[config.mk]
export PLATFORM = sky130hd
export DESIGN_NAME = pcie_rx_router
export DESIGN_NICKNAME = d
export VERILOG_FILES = /design/src/rtl/rxr_pkg.sv /design/src/rtl/rxr_win_match.sv /design/src/rtl/rxr_hdr_decode.sv /design/src/rtl/rxr_route_ctrl.sv /design/src/rtl/pcie_rx_router.sv
export SDC_FILE = /design/constraint.sdc
export NUM_CORES = 1
export LEC_CHECK = 0
export BUFFER_PORTS_ARGS = -buffer_cell sky130_fd_sc_hd__buf_2
export CORE_AREA = 2 2 266 268
export DETAILED_ROUTE_END_ITERATION = 8
export DIE_AREA = 0 0 268 270
export MAX_ROUTING_LAYER = met4
export PLACE_DENSITY_LB_ADDON = 0.1
export RECOVER_POWER = 100
export SLEW_MARGIN = 5
export SYNTH_ARGS = -nofsm -noshare
export SYNTH_HDL_FRONTEND = slang
export SYNTH_SLANG_ARGS = --single-unit
[constraint.sdc]
create_clock -name clk -period 4.13 [get_ports clk]
set_clock_uncertainty 0.2 [all_clocks]
set_input_delay 0.826 -clock clk [delete_from_list [all_inputs] [get_ports clk]]
set_output_delay 0.826 -clock clk [all_outputs]
set_load 0.02 [all_outputs]
[src/rtl/rxr_pkg.sv]
package rxr_pkg;
  localparam int HDR_W  = 128;
  localparam int ADDR_W = 64;

  typedef enum logic [1:0] {
    RT_APP = 2'd0,
    RT_CFG = 2'd1,
    RT_MSG = 2'd2,
    RT_UR  = 2'd3
  } route_e;

  localparam logic [4:0] TY_MEM  = 5'b00000;
  localparam logic [4:0] TY_IO   = 5'b00010;
  localparam logic [4:0] TY_CFG0 = 5'b00100;
  localparam logic [4:0] TY_CFG1 = 5'b00101;

  function automatic logic ty_is_msg(input logic [4:0] t);
    return t[4:3] == 2'b10;
  endfunction

  function automatic logic ty_is_cpl(input logic [4:0] t);
    return t[4:1] == 4'b0101;
  endfunction

  function automatic logic code_vendor(input logic [7:0] c);
    return c[7:1] == 7'h3F;
  endfunction

  function automatic logic code_power(input logic [7:0] c);
    return (c == 8'h14) || (c == 8'h18) || (c == 8'h19) ||
           (c == 8'h1B) || (c == 8'h50);
  endfunction

  function automatic logic code_rp_only(input logic [7:0] c);
    return (c[7:3] == 5'b00100) || (c == 8'h30) || (c == 8'h31) || (c == 8'h33);
  endfunction

  function automatic logic code_ep_only(input logic [7:0] c);
    return c == 8'h00;
  endfunction

  function automatic logic [ADDR_W-1:0] req_addr(input logic four_dw,
                                                 input logic [31:0] dw2,
                                                 input logic [31:0] dw3);
    logic [ADDR_W-1:0] a;
    if (four_dw) a = {dw2, dw3[31:2], 2'b00};
    else         a = {32'h0, dw2[31:2], 2'b00};
    return a;
  endfunction
endpackage

[src/rtl/rxr_win_match.sv]
module rxr_win_match #(
  parameter int NUM_WIN = 3,
  parameter int AW      = 64
) (
  input  logic [AW-1:0]         addr,
  input  logic                  io_space,
  input  logic [NUM_WIN*AW-1:0] base,
  input  logic [NUM_WIN*AW-1:0] mask,
  input  logic [NUM_WIN-1:0]    en,
  input  logic [NUM_WIN-1:0]    is_io,
  output logic                  hit
);
  logic [NUM_WIN-1:0] hit_vec;

  generate
    for (genvar g = 0; g < NUM_WIN; g++) begin : g_win
      logic [AW-1:0] b;
      logic [AW-1:0] m;
      assign b = base[g*AW +: AW];
      assign m = mask[g*AW +: AW];
      assign hit_vec[g] = en[g] && (is_io[g] == io_space) && ((addr & m) == (b & m));
    end
  endgenerate

  assign hit = |hit_vec;
endmodule

[src/rtl/rxr_hdr_decode.sv]
module rxr_hdr_decode
  import rxr_pkg::*;
(
  input  logic [1:0] fmt,
  input  logic [4:0] typ,
  input  logic [7:0] msg_code,
  input  logic       addr_hi_zero,
  input  logic       rp_mode,
  input  logic       win_hit,
  output route_e     route,
  output logic       nonposted
);
  logic is_mem, is_io, is_cfg0, is_cfg1, is_msg, is_cpl;
  logic low_4dw;

  assign is_mem  = typ == TY_MEM;
  assign is_io   = typ == TY_IO;
  assign is_cfg0 = typ == TY_CFG0;
  assign is_cfg1 = typ == TY_CFG1;
  assign is_msg  = ty_is_msg(typ);
  assign is_cpl  = ty_is_cpl(typ);
  assign low_4dw = is_mem && fmt[0] && addr_hi_zero;

  always_comb begin
    route = RT_UR;
    if (is_mem) begin
      if (!low_4dw && win_hit) route = RT_APP;
    end else if (is_io) begin
      if (win_hit) route = RT_APP;
    end else if (is_cfg0) begin
      if (!rp_mode) route = RT_CFG;
    end else if (is_cfg1) begin
      route = RT_UR;
    end else if (is_msg) begin
      if (code_vendor(msg_code))                        route = RT_APP;
      else if (code_power(msg_code))                    route = RT_MSG;
      else if (rp_mode && code_rp_only(msg_code))       route = RT_MSG;
      else if (!rp_mode && code_ep_only(msg_code))      route = RT_MSG;
    end else if (is_cpl) begin
      route = RT_APP;
    end
  end

  assign nonposted = !(is_mem && fmt[1]) && !is_msg;

  always_comb begin
    if (low_4dw) a_r3_low_4dw_refused: assert (route == RT_UR);
  end
endmodule

[src/rtl/rxr_route_ctrl.sv]
module rxr_route_ctrl
  import rxr_pkg::*;
#(
  parameter int DW = 128
) (
  input  logic          clk,
  input  logic          rst_n,
  input  logic          rx_valid,
  input  logic          rx_sop,
  input  logic          rx_eop,
  input  logic [DW-1:0] rx_data,
  input  route_e        route,
  input  logic          nonposted,
  input  logic [15:0]   req_id,
  input  logic [7:0]    tag,
  input  logic          err_msg_en,
  output logic          app_valid,
  output logic          app_sop,
  output logic          app_eop,
  output logic [DW-1:0] app_data,
  output logic          cfg_req_stb,
  output logic          msg_done_stb,
  output logic          ur_stb,
  output logic [15:0]   ur_req_id,
  output logic [7:0]    ur_tag,
  output logic          ur_nonposted,
  output logic          err_msg_req
);
  logic held_fwd;
  logic beat_fwd;
  logic head;

  assign head     = rx_valid && rx_sop;
  assign beat_fwd = rx_sop ? (route == RT_APP) : held_fwd;

  always_ff @(posedge clk) begin
    if (!rst_n) begin
      held_fwd <= 1'b0;
    end else if (rx_valid) begin
      if (rx_eop)      held_fwd <= 1'b0;
      else if (rx_sop) held_fwd <= (route == RT_APP);
    end
  end

  always_ff @(posedge clk) begin
    if (!rst_n) begin
      app_valid    <= 1'b0;
      app_sop      <= 1'b0;
      app_eop      <= 1'b0;
      app_data     <= '0;
      cfg_req_stb  <= 1'b0;
      msg_done_stb <= 1'b0;
      ur_stb       <= 1'b0;
      ur_req_id    <= '0;
      ur_tag       <= '0;
      ur_nonposted <= 1'b0;
      err_msg_req  <= 1'b0;
    end else begin
      app_valid    <= rx_valid && beat_fwd;
      app_sop      <= rx_sop;
      app_eop      <= rx_eop;
      app_data     <= rx_data;
      cfg_req_stb  <= head && (route == RT_CFG);
      msg_done_stb <= head && (route == RT_MSG);
      ur_stb       <= head && (route == RT_UR);
      err_msg_req  <= head && (route == RT_UR) && err_msg_en;
      if (head && (route == RT_UR)) begin
        ur_req_id    <= req_id;
        ur_tag       <= tag;
        ur_nonposted <= nonposted;
      end
    end
  end

  a_r2_refused_not_forwarded: assert property (@(posedge clk) disable iff (!rst_n)
    ur_stb |-> !app_valid);

  a_r9_err_with_refusal: assert property (@(posedge clk) disable iff (!rst_n)
    err_msg_req |-> ur_stb);

  a_r11_one_destination: assert property (@(posedge clk) disable iff (!rst_n)
    $onehot0({app_valid && app_sop, cfg_req_stb, msg_done_stb, ur_stb}));

  a_r11_dropped_body_stays_dropped: assert property (@(posedge clk) disable iff (!rst_n)
    (rx_valid && !rx_sop && !held_fwd) |=> !app_valid);

  a_r1_head_follows_input: assert property (@(posedge clk) disable iff (!rst_n)
    (app_valid && app_sop) |-> $past(rx_valid && rx_sop));
endmodule

[src/rtl/pcie_rx_router.sv]
module pcie_rx_router
  import rxr_pkg::*;
#(
  parameter int NUM_WIN = 3
) (
  input  logic                      clk,
  input  logic                      rst_n,
  input  logic                      rp_mode,
  input  logic                      err_msg_en,
  input  logic [NUM_WIN*ADDR_W-1:0] win_base,
  input  logic [NUM_WIN*ADDR_W-1:0] win_mask,
  input  logic [NUM_WIN-1:0]        win_en,
  input  logic [NUM_WIN-1:0]        win_is_io,
  input  logic                      rx_valid,
  input  logic                      rx_sop,
  input  logic                      rx_eop,
  input  logic [HDR_W-1:0]          rx_data,
  output logic                      app_valid,
  output logic                      app_sop,
  output logic                      app_eop,
  output logic [HDR_W-1:0]          app_data,
  output logic                      cfg_req_stb,
  output logic                      msg_done_stb,
  output logic                      ur_stb,
  output logic [15:0]               ur_req_id,
  output logic [7:0]                ur_tag,
  output logic                      ur_nonposted,
  output logic                      err_msg_req
);
  logic [1:0]        fmt;
  logic [4:0]        typ;
  logic [15:0]       req_id;
  logic [7:0]        tag;
  logic [7:0]        msg_code;
  logic [31:0]       dw2, dw3;
  logic [ADDR_W-1:0] addr;
  logic              req_io;
  logic              win_hit;
  logic              nonposted;
  route_e            route;

  assign fmt      = rx_data[30:29];
  assign typ      = rx_data[28:24];
  assign req_id   = rx_data[63:48];
  assign tag      = rx_data[47:40];
  assign msg_code = rx_data[39:32];
  assign dw2      = rx_data[95:64];
  assign dw3      = rx_data[127:96];
  assign addr     = req_addr(fmt[0], dw2, dw3);
  assign req_io   = typ == TY_IO;

  rxr_win_match #(.NUM_WIN(NUM_WIN), .AW(ADDR_W)) u_match (
    .addr     (addr),
    .io_space (req_io),
    .base     (win_base),
    .mask     (win_mask),
    .en       (win_en),
    .is_io    (win_is_io),
    .hit      (win_hit)
  );

  rxr_hdr_decode u_dec (
    .fmt          (fmt),
    .typ          (typ),
    .msg_code     (msg_code),
    .addr_hi_zero (addr[63:32] == 32'h0),
    .rp_mode      (rp_mode),
    .win_hit      (win_hit),
    .route        (route),
    .nonposted    (nonposted)
  );

  rxr_route_ctrl #(.DW(HDR_W)) u_ctrl (
    .clk          (clk),
    .rst_n        (rst_n),
    .rx_valid     (rx_valid),
    .rx_sop       (rx_sop),
    .rx_eop       (rx_eop),
    .rx_data      (rx_data),
    .route        (route),
    .nonposted    (nonposted),
    .req_id       (req_id),
    .tag          (tag),
    .err_msg_en   (err_msg_en),
    .app_valid    (app_valid),
    .app_sop      (app_sop),
    .app_eop      (app_eop),
    .app_data     (app_data),
    .cfg_req_stb  (cfg_req_stb),
    .msg_done_stb (msg_done_stb),
    .ur_stb       (ur_stb),
    .ur_req_id    (ur_req_id),
    .ur_tag       (ur_tag),
    .ur_nonposted (ur_nonposted),
    .err_msg_req  (err_msg_req)
  );

  a_r5_cfg_endpoint_only: assert property (@(posedge clk) disable iff (!rst_n)
    cfg_req_stb |-> $past(!rp_mode));

  a_r3_low_4dw_event: assert property (@(posedge clk) disable iff (!rst_n)
    (rx_valid && rx_sop && typ == TY_MEM && fmt[0] && dw2 == 32'h0) |=> ur_stb);
endmodule

# Word level (Yosys, flattened, before mapping)
# Index checks and enable logic that the tools add are counted.
# word_totals
out_inout_bits	160
ff_bits	161
input_bits	525
# classes
bitwise_logic	6
n_reduce_logical	35
muxes	16
eq_ne	24
# ops
cell	n
AND 64 bit	6
equality test 64 bit	3
two-way mux 64 bit	1
equality test 8 x 5 -> 1 bit (second input constant)	4
logical NOT 32 bit	1
equality test 8 x 6 -> 1 bit (second input constant)	3
two-way mux 2 bit	12
logical AND 1 bit	19
equality test 5 x 3 -> 1 bit (second input constant)	3
equality test 8 x 7 -> 1 bit (second input constant)	1
logical NOT 8 bit	1
equality test 7 x 6 -> 1 bit (second input constant)	1
logical OR 1 bit	7
equality test 2 bit (second input constant)	3
equality test 5 x 2 -> 1 bit (second input constant)	1
logical NOT 5 bit	1
equality test 4 x 3 -> 1 bit (second input constant)	1
logical NOT 1 bit	4
equality test 1 bit	3
two-way mux 1 bit	3
OR reduction 3 bit	1
equality test 2 x 1 -> 1 bit (second input constant)	1
logical NOT 2 bit	1

# Longest topological paths before layout
# depth
depth_word	16
ltp_mapped	15

# Modules after synthesis
# Synthesis repeated with hierarchy kept, for this count alone.
# unflattened
hier_cells	836
hier_area_um2	8451.9
# modules_own_cells
mod	instances	cells_each	area_each_um2
rxr_route_ctrl	1	403	4708.3
rxr_win_match	1	313	2693.8
pcie_rx_router	1	83	799.5
rxr_hdr_decode	1	37	250.2

# Worst setup path after synthesis
# No wires, ideal clock.
# synth_timing
path_type	input -> register
startpoint	input port rx_data[29]
endpoint	register u_ctrl.ur_nonposted
path_slack_ns	0.579
setup_ns	0.123
required_ns	3.807
cell_stages	11
arrival_ns	3.227
cell_sequence	clkbuf_1 -> nand2_1 -> xnor2_1 -> a221o_1 -> or4_1 -> nor4_1 -> a22oi_1 -> a22oi_1 -> nor4_1 -> buf_6 -> mux2_1
# synth_via
elab_chain_cells	10
word_cells_on_any_way	22
classes_between	4 x eq/ne; 5 x mux; 3 x bitwise; 10 x reduce/logical
# synth_lines
item	line_no	source
start: declaration	pcie_rx_router.sv:17	input logic [HDR_W-1:0] rx_data,
two-way mux 64 bit	rxr_pkg.sv:46	if (four_dw) a = {dw2, dw3[31:2], 2'b00};
AND 64 bit	rxr_win_match.sv:21	assign hit_vec[g] = en[g] && (is_io[g] == io_space) && ((addr & m) == (b & m));
equality test 64 bit	rxr_win_match.sv:21	
logical AND 1 bit	rxr_win_match.sv:21	
OR reduction 3 bit	rxr_win_match.sv:25	assign hit = |hit_vec;
two-way mux 2 bit / logical AND 1 bit (equally long branches)	rxr_hdr_decode.sv:29, rxr_hdr_decode.sv:27	
two-way mux 2 bit (on tied branches)	rxr_hdr_decode.sv:28, rxr_hdr_decode.sv:27	
two-way mux 2 bit (*)	rxr_hdr_decode.sv:26	if (is_mem) begin
equality test 2 bit (*)	rxr_route_ctrl.sv:67	if (head && (route == RT_UR)) begin
logical AND 1 bit (*)	rxr_route_ctrl.sv:67	
end signal: assignment	rxr_route_ctrl.sv:70	ur_nonposted <= nonposted;
end: declaration	rxr_route_ctrl.sv:26	output logic ur_nonposted,
# Mark *: on every way between the ends. The rest lies on a longest branch, timed or not.
# A chain may end at the register's enable or synchronous reset.

# Final worst setup path
# layout_timing
startpoint	input port rx_data[29]
endpoint	register u_ctrl.ur_stb
# layout_via
elab_chain_cells	10
word_cells_on_any_way	22
classes_between	4 x eq/ne; 5 x mux; 3 x bitwise; 10 x reduce/logical
# layout_lines
item	line_no	source
two-way mux 64 bit	rxr_pkg.sv:46	
AND 64 bit	rxr_win_match.sv:21	
equality test 64 bit	rxr_win_match.sv:21	
logical AND 1 bit	rxr_win_match.sv:21	
OR reduction 3 bit	rxr_win_match.sv:25	
two-way mux 2 bit / logical AND 1 bit (equally long branches)	rxr_hdr_decode.sv:29, rxr_hdr_decode.sv:27	
two-way mux 2 bit (on tied branches)	rxr_hdr_decode.sv:28, rxr_hdr_decode.sv:27	
two-way mux 2 bit (*)	rxr_hdr_decode.sv:26	
equality test 2 bit (*)	rxr_route_ctrl.sv:65	ur_stb <= head && (route == RT_UR);
logical AND 1 bit (*)	rxr_route_ctrl.sv:65	
end signal: assignment	rxr_route_ctrl.sv:65	
end: declaration	rxr_route_ctrl.sv:23	output logic ur_stb,
# Marks and branches as above.

==> metrics.txt <==
# TYPE chip_impl_metric gauge
chip_impl_metric{name="total_chip_power",unit="W"} 0.004776
chip_impl_metric{name="number_of_top_level_pins",unit=""} 685
chip_impl_info{name="violations",value="max-capacitance violations, max-slew violations"} 1
chip_impl_info{name="synth-main-ff-cell",value="dfxtp_1"} 1
chip_impl_metric{name="synth_simple_gate_area_share",unit="%"} 21.86
chip_impl_metric{name="grt.total_usage",unit="%"} 18.92
chip_impl_info{name="worstSetupPathType",value="input pin to register"} 1
chip_impl_metric{name="post_synth_fa_ha_maj_area_fraction",unit="%"} 0
chip_impl_metric{name="final_layout_size_suffix_gt1_share",unit="%"} 41.37
chip_impl_metric{name="synth.net_count",unit=""} 1417
chip_impl_info{name="yosys-top-cells-count",value="dfxtp_1, and2_1, xnor2_1, nand2_1, a22oi_1"} 1
chip_impl_metric{name="placeableCoreArea",unit="µm²"} 69540
chip_impl_metric{name="cp.arrival",unit="ns"} 4.06
chip_impl_metric{name="worst_pin_slew",unit="ns"} 1.636
chip_impl_metric{name="chipHeight",unit="µm"} 270
chip_impl_metric{name="grt_remaining_overflow",unit=""} 0
chip_impl_metric{name="cts_sinks",unit=""} 161
chip_impl_metric{name="initial_utilization",unit="%"} 11.89
chip_impl_metric{name="final.fill_count",unit=""} 8000
chip_impl_metric{name="sequentialPowerShare",unit="%"} 34.7
chip_impl_metric{name="netSwitchingFraction",unit="%"} 32.98
chip_impl_info{name="synth.top_cells.by_area",value="dfxtp_1, xnor2_1, and2_1, a22oi_1, mux2i_1"} 1
chip_impl_metric{name="first_pass_iters",unit=""} 5
chip_impl_metric{name="final_util",unit="%"} 20.69
chip_impl_metric{name="nNetsFinal",unit=""} 2226
chip_impl_metric{name="power.static_leakage",unit="nW"} 6.472
chip_impl_metric{name="synthesis.instances",unit=""} 892
chip_impl_info{name="largest_family_of_logic_cells_by_synthesized_area",value="simple AND/OR/NAND/NOR gates"} 1
chip_impl_metric{name="worst_hold_path.num_cells",unit=""} 2
chip_impl_metric{name="via_count",unit=""} 9995
chip_impl_metric{name="port-buffer-count",unit=""} 684
chip_impl_metric{name="wl",unit="µm"} 68430
chip_impl_metric{name="rows",unit=""} 97
chip_impl_metric{name="finalWorstPathRequiredPeriod",unit="ns"} 3.900
chip_impl_metric{name="first_global_vias",unit=""} 10500
chip_impl_metric{name="timing_max_transition_violations_final",unit=""} 83
chip_impl_metric{name="timing.critical_path.required",unit="ns"} 4.29
chip_impl_metric{name="wire_length_of_the_first_global_routing_pass",unit="µm"} 88600
chip_impl_info{name="worst_hold_startpoint",value="u_ctrl.ur_tag[5]"} 1
chip_impl_metric{name="route.detailed.vias_per_inst",unit=""} 3.717
chip_impl_metric{name="ctsHtreeMaxLevel",unit=""} 4
chip_impl_info{name="cts_tree",value="done"} 1
chip_impl_metric{name="yosys_register_bits",unit=""} 161
chip_impl_info{name="r2r_start",value="u_ctrl.ur_nonposted"} 1
chip_impl_metric{name="clock_latency",unit="ns"} 0.46
chip_impl_metric{name="synth_area",unit="µm²"} 8267
chip_impl_metric{name="ys_warn_count",unit=""} 0
chip_impl_metric{name="seq_area",unit="µm²"} 3223
chip_impl_info{name="rr_endpoint",value="u_ctrl.ur_nonposted"} 1
chip_impl_info{name="worst_hold_path_type",value="register to register"} 1
chip_impl_metric{name="p_switching",unit="W"} 0.001575
chip_impl_metric{name="yosys.cell_types.count",unit=""} 50
chip_impl_info{name="rsz0062_at_grt",value="false"} 1
chip_impl_metric{name="cap_violations",unit=""} 1
chip_impl_metric{name="worstPathMaxFanout",unit=""} 16
chip_impl_metric{name="synth_xor_area_share",unit="%"} 17.16
chip_impl_info{name="post-synth-top-area-cell",value="dfxtp_1"} 1
chip_impl_metric{name="ctsHoldBuffers",unit=""} 0
chip_impl_metric{name="remaining_drc_errors",unit=""} 0
chip_impl_metric{name="ir_drop",unit="µV"} 188.7
chip_impl_metric{name="compound_gate_fraction_of_synth_area",unit="%"} 11.73
chip_impl_metric{name="internal_power",unit="W"} 0.003201
chip_impl_metric{name="gp_routability_congestion",unit=""} 0.9239
chip_impl_metric{name="share_of_the_cycle_needed_by_the_critical_path_after_routing",unit="%"} 94.42
chip_impl_metric{name="sequential_share_of_the_synthesized_area",unit="%"} 38.99
chip_impl_metric{name="slew_limit_headroom",unit="%"} -9.049
chip_impl_metric{name="comb_power_share",unit="%"} 26.4
chip_impl_metric{name="multiInputGateArea",unit="µm²"} 4838
chip_impl_metric{name="p_per_area",unit="nW/µm²"} 331.8
chip_impl_info{name="largest_register",value="u_ctrl.app_data"} 1
chip_impl_metric{name="detailed_place.area",unit="µm²"} 13810
chip_impl_metric{name="routed_wire_length_per_instance",unit="µm"} 25.45
chip_impl_metric{name="antenna_left",unit=""} 0
chip_impl_metric{name="max_freq",unit="GHz"} 0.2564
chip_impl_metric{name="synthMuxAreaShare",unit="%"} 6.932
chip_impl_metric{name="area_growth_syn_to_layout",unit="%"} 74.09
chip_impl_metric{name="numCtsBuffers",unit=""} 17
chip_impl_metric{name="synth-edff-count",unit=""} 0
chip_impl_metric{name="netlist.area_leader.share",unit="%"} 38.99
chip_impl_info{name="ctsRootBufferMaster",value="clkbuf_16"} 1
chip_impl_metric{name="maximum_buffer_depth_of_the_clock_tree",unit=""} 2
chip_impl_metric{name="largest_reg_flops",unit=""} 128
chip_impl_metric{name="post_synth.cell_area_avg",unit="µm²"} 9.268
chip_impl_info{name="synth_most_common_cell",value="dfxtp_1"} 1
chip_impl_metric{name="die_footprint",unit="µm²"} 72360
chip_impl_metric{name="die-width",unit="µm"} 268
chip_impl_info{name="outcome",value="finished, violations left"} 1
chip_impl_metric{name="ff2ff_setup_slack",unit="ns"} 3.11
chip_impl_metric{name="grt_start_max_net_pins",unit=""} 83
chip_impl_metric{name="grt_antenna_before_repair",unit=""} 69
chip_impl_info{name="worstHoldEndpoint",value="u_ctrl.ur_tag[5]"} 1
chip_impl_metric{name="report.final.hold_viol_count",unit=""} 0
chip_impl_metric{name="clock_power_share",unit="%"} 38.9
chip_impl_metric{name="reg2regPathDepth",unit=""} 2
chip_impl_metric{name="number_of_drc_markers_after_the_initial_detailed_route_iteration",unit=""} 460
chip_impl_info{name="reg.largest.list",value="u_ctrl.app_data: 128 flops, u_ctrl.ur_req_id: 16 flops, u_ctrl.ur_tag: 8 flops"} 1
chip_impl_info{name="crit_path_start_kind",value="input pin"} 1
chip_impl_metric{name="path_clk_slew",unit="ns"} 0.08
chip_impl_metric{name="postSynth.asyncResetShare",unit="%"} 0
chip_impl_metric{name="dpl.hpwl",unit="µm"} 61310
chip_impl_info{name="worstSetupEndpointType",value="register"} 1
chip_impl_metric{name="whs",unit="ns"} 0.2593
chip_impl_metric{name="layout.cell_area.non_filler",unit="µm²"} 14390
chip_impl_metric{name="setup-violations-final",unit=""} 0
-- cells by family (layout without fill, tap and decap cells) --
family,count (synthesis),count (layout)
AOI/OAI and AO/OA,135,135
muxes,56,56
DFF,161,161
xor gates and xnor gates,162,162
other,0,35
and+or+nand+nor,317,317
buffers and inverters,61,883
-- through the flow --
step | setup slack (ns) | TNS (ns) | cells
3_3_place_gp | -0.8183 | -23.19 | 2621
2_1_floorplan | 0.5792 | 0 | 892
5_1_grt | 0.01073 | 0 | 2684
6_report | 0.2304 | 0 | 2689
3_5_place_dp | -0.8361 | -23.63 | 2621
4_1_cts | 0.02465 | 0 | 2653
-- layout by cell type, fill, tap and decap left out, types with 4 or more instances in the layout --
master,count
buf_2,522
dfxtp_1,161
clkbuf_1,160
buf_4,132
xnor2_1,121
and2_1,100
nand2_1,91
a22oi_1,68
mux2i_1,49
xor2_1,40
diode_2,35
and2_0,29
inv_1,28
o21ai_0,23
nand4b_1,22
nand4_1,19
clkbuf_16,17
nand3_1,8
nor4_1,7
nor3_1,6
a21oi_1,6
inv_8,6
nor2_1,5
mux2i_2,5
a21boi_0,5
and3b_1,5
nor2b_1,4
and3_1,4
nand2b_1,4
a221oi_1,4
a2111oi_0,4
clkbuf_2,4
-- worst max-delay path, cell delays in order --
cell and delay (ns):
buf_4 0.24, buf_12 0.18, buf_4 0.18, mux2i_1 0.44, buf_4 0.21, xnor2_1 0.06, a221oi_1 0.25, nand4_1 0.23
or4_4 0.64, a22oi_2 0.20, nor4_4 0.06, buf_4 0.17, buf_6 0.17, and2_1 0.17
-- what timing repair did --
action,in CTS,in global routing
pin swaps,0,3
setup buffers,0,1
gates cloned,0,0
setup endpoints to repair,30,28
resized for setup,3,9
-- power by group through the flow --
| stage | combinational, W | sequential, W | clock [W] |
|---|---|---|---|
| after floorplan | 0.000418 | 0.00179 | 0 |
| after global placement | 0.00131 | 0.00169 | 0 |
| after detailed placement | 0.00131 | 0.00169 | 0 |
| after CTS | 0.00132 | 0.00165 | 0.00196 |
| after global routing | 0.00136 | 0.00167 | 0.00200 |
| final | 0.00126 | 0.00166 | 0.00186 |
-- routing by layer --
| layer | share of wire, % | track usage, % |
|---|---|---|
| met1 | 37 | 18.73 |
| met4 | 1.6 | 3.587 |
| met5 | 0 | - |
| met2 | 55 | 36.12 |
| met3 | 7.3 | 5.744 |
-- final cells by class --
cell class	instances	share of cell area, %
Multi-Input combinational cell	670	33.62
Tap cell	940	8.173
Sequential cell	161	22.40
Antenna cell	35	0.6086
Timing Repair Buffer	823	29.93
Clock buffer	18	3.052
Inverter	28	0.7303
Clock inverter	14	1.495
-- how the worst max path moves through the flow --
| stage | from | to | cells past startpoint |
|---|---|---|---|
| floorplan | rx_data[29] | u_ctrl.ur_nonposted | 11 |
| global placement | rx_data[29] | u_ctrl.ur_tag[0] | 14 |
| detailed placement | rx_data[29] | u_ctrl.ur_tag[7] | 14 |
| CTS | rx_data[29] | u_ctrl.ur_tag[0] | 13 |
| global route | rx_data[29] | u_ctrl.held_fwd | 15 |
| finish | rx_data[29] | u_ctrl.ur_stb | 14 |
Note: power is estimated with default switching activity, not from simulation.
